==> config.mk <==
export PLATFORM = sky130hd
export DESIGN_NAME = alu8_nzvc
export DESIGN_NICKNAME = d
export VERILOG_FILES = /design/src/rtl/alu8_pkg.sv /design/src/rtl/alu8_arith.sv /design/src/rtl/alu8_flag_merge.sv /design/src/rtl/alu8_flag_reg.sv /design/src/rtl/alu8_nzvc.sv
export SDC_FILE = /design/constraint.sdc
export NUM_CORES = 1
export LEC_CHECK = 0
export BUFFER_PORTS_ARGS = -buffer_cell sky130_fd_sc_hd__buf_2
export CAP_MARGIN = 25
export CELL_PAD_IN_SITES_DETAIL_PLACEMENT = 0
export CELL_PAD_IN_SITES_GLOBAL_PLACEMENT = 1
export CORE_ASPECT_RATIO = 0.8
export CORE_MARGIN = 2
export CORE_UTILIZATION = 42
export CTS_CLUSTER_DIAMETER = 60
export DETAILED_ROUTE_END_ITERATION = 7
export PLACE_DENSITY_LB_ADDON = 0.08
export SETUP_SLACK_MARGIN = 0.15
export SYNTH_ARGS = -nofsm -noshare
export SYNTH_HDL_FRONTEND = slang
export SYNTH_HIERARCHICAL = 1
export SYNTH_SLANG_ARGS = --single-unit
==> constraint.sdc <==
create_clock -name clk -period 8.5 [get_ports clk]
set_input_delay 2.125 -clock clk [delete_from_list [all_inputs] [get_ports clk]]
set_output_delay 2.125 -clock clk [all_outputs]
set_load 0.1 [all_outputs]
==> src/rtl/alu8_pkg.sv <==
// Shared definitions for the byte ALU: operation codes, flag policies and
// flag bit positions inside the packed flag vector.
// Assumes the operation code is three bits wide and all eight values are used.
package alu8_pkg;

    typedef enum logic [2:0] {
        OP_ADD  = 3'd0,
        OP_SUB  = 3'd1,
        OP_NEG  = 3'd2,
        OP_ASR  = 3'd3,
        OP_CLR  = 3'd4,
        OP_LOAD = 3'd5,
        OP_TEST = 3'd6,
        OP_HOLD = 3'd7
    } alu_op_e;

    // What an operation does with one flag on a write
    typedef enum logic [1:0] {
        FA_KEEP = 2'd0,
        FA_CALC = 2'd1,
        FA_ZERO = 2'd2
    } flag_act_e;

    localparam int FLAG_COUNT = 4;
    localparam int FL_C = 0;
    localparam int FL_V = 1;
    localparam int FL_Z = 2;
    localparam int FL_N = 3;

    // Operations whose result is written back by the sequencer
    function automatic logic op_writes_result(alu_op_e op);
        return !(op == OP_TEST || op == OP_HOLD);
    endfunction

    // Policy of one flag under one operation
    function automatic flag_act_e flag_policy(alu_op_e op, int idx);
        flag_act_e act;
        case (op)
            OP_HOLD: act = FA_KEEP;
            OP_LOAD: begin
                if (idx == FL_V)      act = FA_ZERO;
                else if (idx == FL_C) act = FA_KEEP;
                else                  act = FA_CALC;
            end
            default: act = FA_CALC;
        endcase
        return act;
    endfunction

endpackage

==> src/rtl/alu8_arith.sv <==
// Combinational result and raw flag generator.
// Produces the result of the selected operation and the flag values that
// operation would compute. Masking against stored flags happens downstream.
// Assumes WIDTH >= 2. Subtract and negate report borrow in the carry bit.
module alu8_arith
    import alu8_pkg::*;
#(
    parameter int WIDTH = 8
) (
    input  alu_op_e                 op,
    input  logic [WIDTH-1:0]        a,
    input  logic [WIDTH-1:0]        b,
    output logic [WIDTH-1:0]        res,
    output logic [FLAG_COUNT-1:0]   calc
);

    localparam int MSB = WIDTH - 1;

    logic [WIDTH:0] sum_w;
    logic [WIDTH:0] diff_w;
    logic [WIDTH:0] neg_w;
    logic           c_raw;
    logic           v_raw;

    // Extended-width sum, difference and negation; the top bit is carry or borrow
    always_comb begin
        sum_w  = {1'b0, a} + {1'b0, b};
        diff_w = {1'b0, a} - {1'b0, b};
        neg_w  = {(WIDTH+1){1'b0}} - {1'b0, a};
    end

    // Result and the carry/overflow pair chosen by the operation
    always_comb begin
        res   = a;
        c_raw = 1'b0;
        v_raw = 1'b0;
        case (op)
            OP_ADD: begin
                res   = sum_w[MSB:0];
                c_raw = sum_w[WIDTH];
                v_raw = (a[MSB] == b[MSB]) && (sum_w[MSB] != a[MSB]);
            end
            OP_SUB: begin
                res   = diff_w[MSB:0];
                c_raw = diff_w[WIDTH];
                v_raw = (a[MSB] != b[MSB]) && (diff_w[MSB] != a[MSB]);
            end
            OP_NEG: begin
                res   = neg_w[MSB:0];
                c_raw = neg_w[WIDTH];
                v_raw = a[MSB] && neg_w[MSB];
            end
            OP_ASR: begin
                res   = {a[MSB], a[MSB:1]};
                c_raw = a[0];
                v_raw = a[MSB] ^ a[0];
            end
            OP_CLR: begin
                res   = '0;
            end
            default: begin
                res   = a;
            end
        endcase
    end

    // Pack the computed flags
    always_comb begin
        calc       = '0;
        calc[FL_N] = res[MSB];
        calc[FL_Z] = ~|res;
        calc[FL_V] = v_raw;
        calc[FL_C] = c_raw;
    end

endmodule

==> src/rtl/alu8_flag_merge.sv <==
// Per-flag policy merge: each flag takes its computed value, zero, or the
// stored value, according to the policy the current operation assigns it.
// Assumes the stored flags come straight from the flag register.
module alu8_flag_merge
    import alu8_pkg::*;
(
    input  alu_op_e                 op,
    input  logic [FLAG_COUNT-1:0]   calc,
    input  logic [FLAG_COUNT-1:0]   cur,
    output logic [FLAG_COUNT-1:0]   nxt
);

    flag_act_e act [FLAG_COUNT];

    // Look up the policy of every flag for this operation
    always_comb begin
        for (int i = 0; i < FLAG_COUNT; i++) begin
            act[i] = flag_policy(op, i);
        end
    end

    // One selector per flag
    for (genvar g = 0; g < FLAG_COUNT; g++) begin : g_sel
        always_comb begin
            case (act[g])
                FA_CALC: nxt[g] = calc[g];
                FA_ZERO: nxt[g] = 1'b0;
                default: nxt[g] = cur[g];
            endcase
        end
    end

endmodule

==> src/rtl/alu8_flag_reg.sv <==
// Condition flag register with write enable and synchronous active-low reset.
// Assumes reset is sampled on the rising clock edge like any other input.
module alu8_flag_reg
    import alu8_pkg::*;
(
    input  logic                    clk,
    input  logic                    rst_n,
    input  logic                    we,
    input  logic [FLAG_COUNT-1:0]   d,
    output logic [FLAG_COUNT-1:0]   q
);

    // Capture the merged flags when enabled; clear on reset
    always_ff @(posedge clk) begin
        if (!rst_n)  q <= '0;
        else if (we) q <= d;
    end

    // an enabled write lands exactly the presented flags
    a_r12_capture: assert property (@(posedge clk) disable iff (!rst_n)
        we |=> (q == $past(d)));

    // without the enable the flags hold
    a_r12_no_write_hold: assert property (@(posedge clk) disable iff (!rst_n)
        !we |=> $stable(q));

endmodule

==> src/rtl/alu8_nzvc.sv <==
// Top of the byte ALU with masked N/Z/V/C flags.
// The result path is combinational. The flags are registered and change only on
// an enabled clock edge. Assumes op_sel is stable around the rising edge.
module alu8_nzvc
    import alu8_pkg::*;
#(
    parameter int WIDTH = 8
) (
    input  logic             clk,
    input  logic             rst_n,
    input  logic             flag_we,
    input  logic [2:0]       op_sel,
    input  logic [WIDTH-1:0] opnd_a,
    input  logic [WIDTH-1:0] opnd_b,
    output logic [WIDTH-1:0] result,
    output logic             result_we,
    output logic             flag_n,
    output logic             flag_z,
    output logic             flag_v,
    output logic             flag_c
);

    localparam int MSB = WIDTH - 1;

    alu_op_e               op;
    logic [FLAG_COUNT-1:0] calc_flags;
    logic [FLAG_COUNT-1:0] cur_flags;
    logic [FLAG_COUNT-1:0] nxt_flags;

    // Decode the raw code into the operation type
    always_comb op = alu_op_e'(op_sel);

    alu8_arith #(.WIDTH(WIDTH)) arith_i (
        .op   (op),
        .a    (opnd_a),
        .b    (opnd_b),
        .res  (result),
        .calc (calc_flags)
    );

    alu8_flag_merge merge_i (
        .op   (op),
        .calc (calc_flags),
        .cur  (cur_flags),
        .nxt  (nxt_flags)
    );

    alu8_flag_reg freg_i (
        .clk   (clk),
        .rst_n (rst_n),
        .we    (flag_we),
        .d     (nxt_flags),
        .q     (cur_flags)
    );

    // Write-back strobe from the operation class
    always_comb result_we = op_writes_result(op);

    // Break the stored flags out to ports
    always_comb begin
        flag_n = cur_flags[FL_N];
        flag_z = cur_flags[FL_Z];
        flag_v = cur_flags[FL_V];
        flag_c = cur_flags[FL_C];
    end

    // after a flag write, N equals the top bit of the result presented
    a_r1_n_follows_msb: assert property (@(posedge clk) disable iff (!rst_n)
        (flag_we && op_sel != 3'd7) |=> (flag_n == $past(result[MSB])));

    // after a flag write, Z reflects an all-zero result
    a_r1_z_on_zero: assert property (@(posedge clk) disable iff (!rst_n)
        (flag_we && op_sel != 3'd7) |=> (flag_z == ($past(result) == '0)));

    // add overflow follows operand and result signs
    a_r3_add_overflow: assert property (@(posedge clk) disable iff (!rst_n)
        (flag_we && op_sel == 3'd0) |=>
        (flag_v == ($past(opnd_a[MSB] == opnd_b[MSB]) &&
                    $past(result[MSB] != opnd_a[MSB]))));

    // load keeps carry and clears overflow
    a_r9_load_keeps_c: assert property (@(posedge clk) disable iff (!rst_n)
        (flag_we && op_sel == 3'd5) |=> (flag_c == $past(flag_c) && !flag_v));

    // test and hold never request a result write
    a_r10_no_writeback: assert property (@(posedge clk) disable iff (!rst_n)
        (op_sel == 3'd6 || op_sel == 3'd7) |-> !result_we);

    // hold freezes all four flags even with the enable high
    a_r11_hold_freezes: assert property (@(posedge clk) disable iff (!rst_n)
        (op_sel == 3'd7) |=> $stable({flag_n, flag_z, flag_v, flag_c}));

endmodule

# Word level (Yosys, flattened, before mapping)
# Cells that the tools add are included.
[classes]
addsub = 3
eq_ne = 17
muxes = 10
bitwise = 1
reduce_logical = 15
[ops]
columns = ["cell", "count"]
rows = [
  ["8-bit case mux with 5 select lines", 1],
  ["3-bit equality test (second input constant)", 4],
  ["8-bit by 8-bit adder with 9-bit output", 1],
  ["1-bit by 8-bit subtractor with 9-bit output (first input constant)", 1],
  ["8-bit by 8-bit subtractor with 9-bit output", 1],
  ["1-bit case mux with 2 select lines", 4],
  ["1-bit case mux with 4 select lines", 2],
  ["8-bit OR reduction", 1],
  ["3-bit by 2-bit equality test with 1-bit output (second input constant)", 2],
  ["2-bit AND reduction", 3],
  ["2-bit nonzero test", 3],
  ["1-bit by 2-bit equality test with 1-bit output (second input constant)", 2],
  ["2-bit case mux with 2 select lines", 1],
  ["3-bit by 1-bit equality test with 1-bit output (second input constant)", 1],
  ["1-bit logical AND", 3],
  ["3-bit logical NOT", 1],
  ["1-bit inequality test", 3],
  ["1-bit equality test (second input constant)", 2],
  ["2-bit by 1-bit equality test with 1-bit output (second input constant)", 1],
  ["2-bit equality test (second input constant)", 1],
  ["1-bit logical NOT", 2],
  ["1-bit 2-to-1 mux", 2],
  ["2-bit OR reduction", 1],
  ["1-bit equality test", 1],
  ["other kinds (2)", 2],
]
[totals]
regBits = 4
input_bits = 22
out_inout_bits = 13
word_cells = 49

# Logic depth before layout (Yosys ltp)
[depth]
ltp_word = 6
ltp_mapped = 15
depth_no_buf = 14

# Cells and area by module
# The synthesis kept the hierarchy.
[by_module_without_submodules]
columns = ["module", "n_inst", "cells_per_inst", "area_each_um2", "seq_area_each_um2"]
rows = [
  ["alu8_arith", 1, 196, 1287.5, 0.0],
  ["alu8_flag_reg", 1, 13, 156.4, 80.1],
  ["alu8_flag_merge", 1, 7, 65.1, 0.0],
  ["alu8_nzvc", 1, 1, 3.8, 0.0],
]

# Worst setup path before layout
# OpenSTA, ideal clock, no wires.
[synth_path]
path_type = "input-to-output"
from = "in opnd_b[3]"
to = "out result[5]"
t_arrival_ps = 4791
required_time_ps = 6375
slack_ps = 1584
path_stages = 8
path_buffers = 0
cell_sequence = "inv_1 > ha_1 > a21o_1 > a21oi_1 > o21ai_0 > xnor2_1 > a22o_1 > a21oi_1"
[synth_between]
elab_chain_len = 2
elab_cells_between_ends = 3
cone_classes = "add/sub (2); mux (1)"
[synth_lines]
columns = ["element", "line", "source"]
rows = [
  ["start, declared", "alu8_nzvc.sv:14", "input logic [WIDTH-1:0] opnd_b,"],
  ["8-bit by 8-bit subtractor with 9-bit output / 8-bit by 8-bit adder with 9-bit output (equally long branches)", "alu8_arith.sv:28, alu8_arith.sv:27", ""],
  ["8-bit case mux with 5 select lines (*)", "alu8_arith.sv:37", "case (op)"],
  ["end, declared", "alu8_nzvc.sv:15", "output logic [WIDTH-1:0] result,"],
]
# Mark *: on every way between the ends. The rest lies on a longest branch, timed or not.

# Worst setup path in the final report
[layout_path]
from = "in opnd_a[2]"
to = "out result[7]"
[layout_between]
elab_chain_len = 2
elab_cells_between_ends = 4
cone_classes = "add/sub (3); mux (1)"
[layout_lines]
columns = ["element", "line", "source"]
rows = [
  ["start, declared", "alu8_nzvc.sv:13", "input logic [WIDTH-1:0] opnd_a,"],
  ["1-bit by 8-bit subtractor with 9-bit output (tied with other cells)", "alu8_arith.sv:29", "neg_w = {(WIDTH+1){1'b0}} - {1'b0, a};"],
  ["8-bit case mux with 5 select lines (*)", "alu8_arith.sv:37", ""],
]
# Marks and branches as above.

==> results.py <==
metrics = {
    "outcome": {
        "outcome": "complete, no violations",
    },
    "synth": {
        "ys_seq_elements": 4,
        "synth-edff-count": 0,
        "synthArstFlopShare_pct": 0,
        "synth_warnings": 6,
        "netlist_area_um2": 1510,
        "synth_cell_types": 53,
        "ys.flop_type": "dfxtp_1",
        "avgSynthCellArea_um2": 6.97,
        "syn_inst": 217,
        "synth-seq-area-share_pct": 5.29,
        "syn-num-nets": 260,
    },
    "setup_path": {
        "crit_top_cell": "buf_2",
        "start_kind": "input pin",
        "cp_max_fo": 7,
        "slowest_stage": "buf_2",
        "critPathKind": "in2out",
        "cp.required_ns": 6.38,
        "crit_chain": "buf_2, ha_1, and2b_1, a21oi_1, a221o_1, o31ai_1, a2111oi_1, a211oi_2, buf_2",
        "end_kind": "output pin",
        "cp.arrival_ns": 4.64,
        "slowest_delay_ns": 0.49,
    },
    "sta": {
        "tightest_slew_ns": 0.705,
        "slew_headroom_pct": 51.8,
        "rsz0062_at_grt": "false",
        "timing_hold_violations_final": 0,
        "setup_ws_ns": 1.73,
        "setup-tns-final_ns": 0,
        "worst_clock_skew_ns": 0,
        "fin_crit_sh_pct": 79.6,
        "setup_violations": 0,
        "max_freq_ghz": 0.148,
        "min_period_ns": 6.77,
        "maxSlewViolCount": 0,
    },
    "clock_network": {
        "cts_buffer_depth": 2,
        "clock_latency_ns": 0.22,
        "numCtsBuffers": 3,
        "cts.htree.levels": 1,
        "post-cts-setup-buffer-count": 0,
        "postCtsHoldBufs": 0,
        "post_cts_resized": 0,
        "cts_sinks": 4,
        "cts_tree": "yes",
        "clk_pin_slew_worst_paths_ns": 0.03,
        "cts_root_buffer": "clkbuf_8",
    },
    "placed_design": {
        "dp_worst_setup_slack_ns": 1.76,
        "dpl-instance-area_um2": 1670,
        "place.gp.congestion": 0.889,
        "hpwl_um": 3370,
        "portBuffers": 34,
    },
    "final_layout": {
        "multi_input_area_um2": 1300,
        "regMostFlops": "freg_i/q",
        "drive_above_1_share_pct": 18.3,
        "seq_area_um2": 80.1,
        "n_fill_cell": 366,
        "nets": 286,
        "fin_area_um2": 1710,
        "largest_reg_flops": 4,
        "postLayoutCoreUtil_pct": 49.5,
        "n_antenna_cell": 0,
        "area.growth.synth_to_final_pct": 12.9,
        "reg_top3": "freg_i/q x4",
    },
    "drt": {
        "ant_nets": 0,
        "drc_errors": 0,
        "drt_wl_total_um": 4360,
        "drt_iter0_markers": 192,
        "num_vias": 1679,
        "post_drt_wl_per_cell_um": 15.4,
        "via_per_inst": 5.93,
        "drt_first_pass_iters": 4,
    },
    "job": {
        "cap_violations": 0,
    },
    "floorplanning": {
        "num_rows": 19,
        "ios": 35,
        "die_w_um": 71.1,
        "dieHeight_um": 57.7,
        "start_util_pct": 43.9,
        "die-area_um2": 4100,
        "coreArea_um2": 3450,
    },
    "grt": {
        "grt_pass1_wl_um": 7380,
        "grt_max_degree": 25,
        "first_global_vias": 1499,
        "antenna_found_initial": 0,
        "grt_usage_pct": 22.2,
        "gr-total-overflow": 0,
    },
    "hold_path": {
        "min-delay-path-class": "reg2reg",
    },
    "pwr": {
        "ir_drop_mv": 0.0409,
        "p_leak_nw": 0.806,
        "p_per_area_nw_per_um2": 118,
    },
}
## metrics by stage
stage / cells / power, mW / hold slack, ns
5_1_grt: 283 / 0.217 / 0.574
4_1_cts: 283 / 0.202 / 0.538
3_5_place_dp: 280 / 0.161 / 0.530
2_1_floorplan: 217 / 0.134 / 0.988
6_report: 283 / 0.202 / 0.539
3_3_place_gp: 280 / 0.160 / 0.511
## power by group
part / switching, mW / internal [mW] / leakage [nW]
sequential: 0.000618 / 0.0199 / 0.0326
clock: 0.00989 / 0.0302 / 0.0216
combinational: 0.101 / 0.0404 / 0.752
total: 0.112 / 0.0905 / 0.806
## Yosys cell counts (3+ instances only)
| master | instances | share of area, % |
|---|---|---|
| nor2_1 | 24 | 6.0 |
| ha_1 | 19 | 16 |
| inv_1 | 17 | 4.2 |
| nand2_1 | 17 | 4.2 |
| o21ai_0 | 14 | 4.6 |
| a21oi_1 | 13 | 4.3 |
| nor3_1 | 9 | 3.0 |
| nor2b_1 | 8 | 3.3 |
| xnor2_1 | 8 | 4.6 |
| clkbuf_1 | 7 | 1.7 |
| a21o_1 | 6 | 3.0 |
| nand2b_1 | 6 | 2.5 |
| a31oi_1 | 5 | 2.1 |
| mux2i_1 | 5 | 3.3 |
| xor2_1 | 5 | 2.9 |
| a22oi_1 | 4 | 2.0 |
| dfxtp_1 | 4 | 5.3 |
| buf_4 | 3 | 1.5 |
| o311ai_0 | 3 | 1.7 |
## worst paths after layout
check        depth (start not counted)  slack (ns)                        to                      from
max                                  9        1.73                 result[7]                 opnd_a[2]
min                                  2        0.54  freg_i/q[1]$_SDFFE_PN0P_  freg_i/q[1]$_SDFFE_PN0P_
max reg2reg                          4        7.52  freg_i/q[1]$_SDFFE_PN0P_  freg_i/q[1]$_SDFFE_PN0P_
min reg2reg                          2        0.54  freg_i/q[1]$_SDFFE_PN0P_  freg_i/q[1]$_SDFFE_PN0P_
## critical path: cells and delay by family
family	cells	cell delay, ns
AOI/OAI and AO/OA	5	1.34
adders and majority gates	1	0.38
buffers and inverters	2	0.64
and+or+nand+nor	1	0.15
## cell families (layout without fill, tap and decap cells)
group | Yosys count | count (layout) | synth area share [%]
compound gates | 63 | 63 | 28.4
xor+xnor | 13 | 13 | 7.53
fa+ha+maj | 21 | 21 | 18.4
buf+inv | 30 | 54 | 8.77
flops | 4 | 4 | 5.29
mux | 9 | 9 | 6.29
simple gates | 77 | 77 | 25.4
## placed cells by master, fill, tap and decap left out, types with 2 or more instances in the layout
cell      instances
nor4_1            2
a221o_1           2
nor2_1           24
a21oi_1          13
nor2b_1           8
buf_2            34
mux2_1            2
mux2i_1           5
a22oi_1           4
dfxtp_1           4
o221ai_1          2
o311ai_0          3
inv_1            17
nand2b_1          6
nand2_1          17
fa_1              2
a21o_1            6
xnor2_1           8
nor3_1            9
ha_1             19
clkbuf_8          3
a31oi_1           5
xor2_1            5
o21ai_0          14
mux2_2            2
## cell type report
class | instances | share of cell area [%]
clock buffer | 3 | 2.42
tap | 42 | 3.08
timing repair buffer | 34 | 9.96
multi-input combinational | 183 | 76.1
sequential | 4 | 4.69
inverter | 17 | 3.74
## metal layers
layer / part of all wire, % / vias up / global-route usage [%]
li1: - / 831 / -
met1: 50 / 782 / 33.8
met2: 42 / 58 / 33.1
met3: 5.6 / 8 / 2.26
met4: 1.9 / 0 / 6.74
met5: 0 / - / 0
Power figures use the tool's default switching activity.
